### src/rtl/bbpd_pkg.sv
package bbpd_pkg;

  // Classification of one aligned sample trio
  typedef enum logic [1:0] {
    DEC_NONE  = 2'd0,
    DEC_EARLY = 2'd1,
    DEC_LATE  = 2'd2,
    DEC_LOCK  = 2'd3
  } bbpd_dec_e;

  // Three samples valid over the same clock period
  typedef struct packed {
    logic first;  // rising edge n
    logic mid;    // falling edge between n and n+1
    logic last;   // rising edge n+1
  } bbpd_trio_t;

endpackage

### src/rtl/bbpd_sampler.sv
module bbpd_sampler
  import bbpd_pkg::*;
(
  input  logic       clk,
  input  logic       rst_n,
  input  logic       din,
  output bbpd_trio_t trio
);

  logic rise_cap;   // line at latest rising edge
  logic rise_dly;   // line at the rising edge before that
  logic fall_cap;   // line at latest falling edge
  logic fall_dly;   // falling sample moved onto the rising edge

  always_ff @(posedge clk) begin
    if (!rst_n) begin
      rise_cap <= 1'b0;
      rise_dly <= 1'b0;
      fall_dly <= 1'b0;
    end else begin
      rise_cap <= din;
      rise_dly <= rise_cap;
      fall_dly <= fall_cap;
    end
  end

  always_ff @(negedge clk) begin
    if (!rst_n) fall_cap <= 1'b0;
    else        fall_cap <= din;
  end

  assign trio.first = rise_dly;
  assign trio.mid   = fall_dly;
  assign trio.last  = rise_cap;

  // the oldest sample of this period is the newest of the last period
  p_first_follows_last_r2: assert property (@(posedge clk) disable iff (!rst_n)
    $past(rst_n) |-> (trio.first == $past(trio.last)));

endmodule

### src/rtl/bbpd_decide.sv
module bbpd_decide
  import bbpd_pkg::*;
(
  input  logic       clk,
  input  logic       rst_n,
  input  bbpd_trio_t trio,
  output logic       early,
  output logic       late,
  output logic       lock_ind,
  output logic       no_trans,
  output logic       retimed_data
);

  logic      edge_ab;  // transition between first and mid sample
  logic      edge_bc;  // transition between mid and last sample
  bbpd_dec_e dec;

  always_comb begin
    edge_ab = trio.first ^ trio.mid;
    edge_bc = trio.mid ^ trio.last;
    unique case ({edge_ab, edge_bc})
      2'b01:   dec = DEC_EARLY;
      2'b10:   dec = DEC_LATE;
      2'b11:   dec = DEC_LOCK;
      default: dec = DEC_NONE;
    endcase
  end

  always_ff @(posedge clk) begin
    if (!rst_n) begin
      early        <= 1'b0;
      late         <= 1'b0;
      lock_ind     <= 1'b0;
      no_trans     <= 1'b0;
      retimed_data <= 1'b0;
    end else begin
      early        <= (dec == DEC_EARLY);
      late         <= (dec == DEC_LATE);
      lock_ind     <= (dec == DEC_LOCK);
      no_trans     <= (dec == DEC_NONE);
      retimed_data <= trio.first;
    end
  end


  p_early_class_r3: assert property (@(posedge clk) disable iff (!rst_n)
    ($past(rst_n) && ($past(trio) == 3'b001 || $past(trio) == 3'b110)) |-> early);

  p_late_class_r4: assert property (@(posedge clk) disable iff (!rst_n)
    ($past(rst_n) && ($past(trio) == 3'b011 || $past(trio) == 3'b100)) |-> late);

  p_lock_class_r5: assert property (@(posedge clk) disable iff (!rst_n)
    ($past(rst_n) && ($past(trio) == 3'b010 || $past(trio) == 3'b101)) |-> lock_ind);

  p_flat_class_r6: assert property (@(posedge clk) disable iff (!rst_n)
    ($past(rst_n) && ($past(trio) == 3'b000 || $past(trio) == 3'b111))
      |-> (no_trans && !early && !late));

  p_one_hot_r7: assert property (@(posedge clk) disable iff (!rst_n)
    $past(rst_n) |-> ($countones({early, late, lock_ind, no_trans}) == 1));

  p_retimed_r8: assert property (@(posedge clk) disable iff (!rst_n)
    $past(rst_n) |-> (retimed_data == $past(trio.first)));

  p_reset_clears_r10: assert property (@(posedge clk)
    !rst_n |=> !(early || late || lock_ind || no_trans || retimed_data));

endmodule

### src/rtl/bangbang_phase_det.sv
module bangbang_phase_det
  import bbpd_pkg::*;
(
  input  logic clk,
  input  logic rst_n,
  input  logic data_in,
  output logic early,
  output logic late,
  output logic lock_ind,
  output logic no_trans,
  output logic retimed_data
);

  bbpd_trio_t trio;

  bbpd_sampler u_sampler (
    .clk   (clk),
    .rst_n (rst_n),
    .din   (data_in),
    .trio  (trio)
  );

  bbpd_decide u_decide (
    .clk          (clk),
    .rst_n        (rst_n),
    .trio         (trio),
    .early        (early),
    .late         (late),
    .lock_ind     (lock_ind),
    .no_trans     (no_trans),
    .retimed_data (retimed_data)
  );

endmodule

### config.mk
export PLATFORM = sky130hd
export DESIGN_NAME = bangbang_phase_det
export DESIGN_NICKNAME = d
export VERILOG_FILES = /design/src/rtl/bbpd_pkg.sv /design/src/rtl/bbpd_sampler.sv /design/src/rtl/bbpd_decide.sv /design/src/rtl/bangbang_phase_det.sv
export SDC_FILE = /design/constraint.sdc
export NUM_CORES = 1
export LEC_CHECK = 0
export BUFFER_PORTS_ARGS = -buffer_cell sky130_fd_sc_hd__buf_2
export CAP_MARGIN = 20
export CORE_AREA = 4 4 41 43
export DETAILED_ROUTE_END_ITERATION = 7
export DIE_AREA = 0 0 45 47
export MAX_ROUTING_LAYER = met4
export PLACE_DENSITY = 0.41
export SLEW_MARGIN = 40
export SYNTH_ARGS = -nofsm -noshare
export SYNTH_HDL_FRONTEND = slang
export SYNTH_SLANG_ARGS = --single-unit
### constraint.sdc
create_clock -name clk -period 2.25 [get_ports clk]
set_clock_uncertainty 0.2 [all_clocks]
set_input_delay 0.1125 -clock clk [delete_from_list [all_inputs] [get_ports clk]]
set_output_delay 0.1125 -clock clk [all_outputs]
set_load 0.005 [all_outputs]
After elaboration in Yosys (flattened, before gate mapping)

Cells that the tools add are included.

Bits in registers: 9
Input bits: 3
Output and inout bits: 5
Word-level logic and storage cells: 20

Equal/unequal tests: 6
Multiplexer cells: 2
Bitwise operators: 2
Reductions and logical operators: 1

Operators by type and width:

| kind               | number |
|---|---|
| $eq 2x2->1 const B | 4 |
| $pmux 2 s3         | 1 |
| $eq 2x1->1 const B | 2 |
| $logic_not 2->1    | 1 |
| $xor 1x1->1        | 2 |
| $mux 1             | 1 |

Depth between registers and ports, before layout

Word-level depth: 4
Gate-level depth with buffers: 2
Mapped depth without buffers: 2

Modules after synthesis

A second synthesis with hierarchy kept.

Cells, all modules: 27
Area, all modules: 289.0 µm²

Modules (own cells, without submodules):

| module       | times used | cells each | area each (µm²) |
|---|---|---|---|
| bbpd_decide  | 1          | 16         | 163.9 |
| bbpd_sampler | 1          | 11         | 125.1 |

==> impl_metrics.yaml <==
status:
  status: "finished, final reports clean"
route:
  viasPerCell: 4.02
  drtIter0Drc: 3
  drt-total-wl_um: 398
  antenna_left: 0
  drt_drc_violations_left: 0
  wl_per_cell_um: 7.51
  num_vias: 213
  dr.pass1.iters: 4
critical_path:
  path_max_fanout: 5
  startpoint_type: "input pin"
  cp_top_family: "buffers and inverters"
  critical_path_class: "in -> reg"
  max_stage_delay_ns: 0.53
  path_buf_inv: 2
  critical_path.cell_chain: "dlygate4sd3_1 > buf_2 > and2_1"
  crit_path_top_delay_cell: "dlygate4sd3_1"
  timing.rr.start: "u_sampler.fall_cap$_DFF_N_"
  end_kind: "register"
  arrival_ns: 0.94
  cp-startpoint: "rst_n"
  required_ns: 1.12
yosys:
  yosysTopAreaCellShare_pct: 68.2
  ys_seq_area_share_pct: 68.2
  yosysTopAreaCell: "dfxtp_1"
  synth_top_family_by_area: "simple AND/OR/NAND/NOR gates"
  synth_simple_gate_area_share_pct: 19.4
  ys_top_cells_by_count: "9 x dfxtp_1, 4 x o22ai_1, 3 x and2_1, 3 x nand2b_1"
  ys_warn_count: 0
  synth_fa_ha_area_share_pct: 0
  synthArstFlopShare_pct: 0
  synth_ff_type: "dfxtp_1"
  syn_inst: 24
  synth_xor_xnor_area_share_pct: 0
  synth_edf_count: 0
  yosysUniqueCellTypes: 7
  netlist_area_um2: 264
  synth_nets: 27
  synth.area.mux_share_pct: 0
  avgSynthCellArea_um2: 11.0
  synth_compound_area_share_pct: 9.48
  synth_area_leaders: "dfxtp_1 68%, o22ai_1 9.5%, and2_1 7.1%, nand2b_1 7.1%, inv_1 2.8%"
  ys_ff_latch: 9
  yosysMostFrequentCell: "dfxtp_1"
run:
  cap_violations: 0
floorplanning:
  die_w_um: 45
  coreArea_um2: 1300
  fp-row-count: 13
  fp.dieH_um: 47
  start_util_pct: 20.3
  die-area_um2: 2120
  io_pins: 8
timing:
  report.final.setup_viol: 0
  rsz0062_at_grt: "false"
  maxSlewHeadroom_pct: 88.8
  tns_ns: 0
  fin_ws_ns: 0.173
  hold_viol: 0
  finalMaxSlewViolations: 0
  worstMarginPinSlew_ns: 0.167
cts:
  cts_made_buffers: 3
  hold_buffers: 3
  tritoncts: "done"
  cts.clk_slew.worst_paths_ns: 0.06
  cts-root-buf: "clkbuf_4"
  cts_setup_buffers: 0
  clock_sinks: 9
  cts_resized: 0
  htree_levels: 1
  worstSkewPairLatency_ns: 0.31
  cts_buffer_depth: 2
min_path:
  hp-class: "reg -> reg"
  worstHoldStart: "u_sampler.rise_dly$_SDFF_PN0_"
grt:
  grt_pass1_wl_um: 683
  grt_pass1_vias: 170
  overflow: 0
  antenna_found_initial: 0
  track_usage_pct: 5.50
  grt_max_degree: 6
layout:
  fin_nets: 42
  final_area_um2: 374
  drive_above_1_share_pct: 26.3
  num_antenna_cells: 0
  nFillCells: 139
  area_growth_pct: 41.7
place:
  place.gp.congestion: 0.654
  place_area_um2: 318
  dp_worst_setup_slack_ns: 0.401
  io_buffer_count: 7
pwr:
  power_uw: 314
  leakage_nw: 0.176
  max-vdd-ir-drop_mv: 0.399
  power.density_nw_per_um2: 838
==> per-layer routing <==
| metal | up-vias | GRT usage, % | wire (um) | share of wire [%] |
|---|---|---|---|---|
| met5 | - | - | 0 | 0 |
| met4 | 0 | 3.51 | 0 | 0 |
| met3 | 0 | 7.28 | 90 | 23 |
| met2 | 13 | 6.21 | 163 | 41 |
| met1 | 93 | 4.62 | 144 | 36 |
| li1 | 107 | - | - | - |
==> cells in the final DEF, fill, tap and decap left out <==
cell and count:
and2_1 3, clkbuf_1 1, or2_1 1, buf_2 7, dlygate4sd3_1 3, nand2_1 2
clkbuf_4 3, nand2b_1 3, o22ai_1 4, dfxtp_1 9, inv_1 2
==> through the flow <==
stage | hold slack [ns] | util, % | cells
after floorplan | 0.0342 | - | 24
after global placement | 0.134 | 24.4 | 46
after detailed placement | 0.142 | 24.4 | 46
after CTS | 0.316 | 28.7 | 53
after global routing | 0.367 | 28.7 | 53
final | 0.312 | 28.7 | 53
==> power breakdown <==
part | internal (mW) | leakage, nW | switching (mW) | total (mW)
Clock | 0.0703 | 0.0203 | 0.0544 | 0.125
Combinational | 0.0117 | 0.0815 | 0.00814 | 0.0198
Sequential | 0.167 | 0.0740 | 0.00229 | 0.169
Total | 0.249 | 0.176 | 0.0648 | 0.314
==> area by class of cell <==
| type | instances | area, um^2 | area share, % |
|---|---|---|---|
| multi-input combinational | 13 | 76.3 | 20.4 |
| inverter | 1 | 3.75 | 1.00 |
| tap | 15 | 18.8 | 5.02 |
| clock inverter | 1 | 3.75 | 1.00 |
| clock buffer | 4 | 26.3 | 7.02 |
| sequential | 9 | 180 | 48.2 |
| timing repair buffer | 10 | 65.1 | 17.4 |
==> state kept, by name, summed over array words and instances, names as in the netlist <==
| signal | flops |
|---|---|
| u_decide.late | 1 |
| u_sampler.fall_dly | 1 |
| u_sampler.fall_cap | 1 |
| u_sampler.rise_cap | 1 |
| u_sampler.rise_dly | 1 |
| u_decide.lock_ind | 1 |
| u_decide.retimed_data | 1 |
| u_decide.early | 1 |
| u_decide.no_trans | 1 |
==> final timing paths <==
check        slack [ns]                                to  cells past startpoint
max                0.17        u_sampler.fall_cap$_DFF_N_                      3
min                0.31  u_decide.retimed_data$_SDFF_PN0_                      1
max reg2reg        0.35     u_sampler.fall_dly$_SDFF_PN0_                      1
min reg2reg        0.31  u_decide.retimed_data$_SDFF_PN0_                      1
==> cell families (layout without fill, tap and decap cells) <==
logic type,count (synthesis),count (layout)
DFF,9,9
buffers and inverters,2,16
and+or+nand+nor,9,9
AOI/OAI and AO/OA,4,4
(Power assumes the default switching activity.)
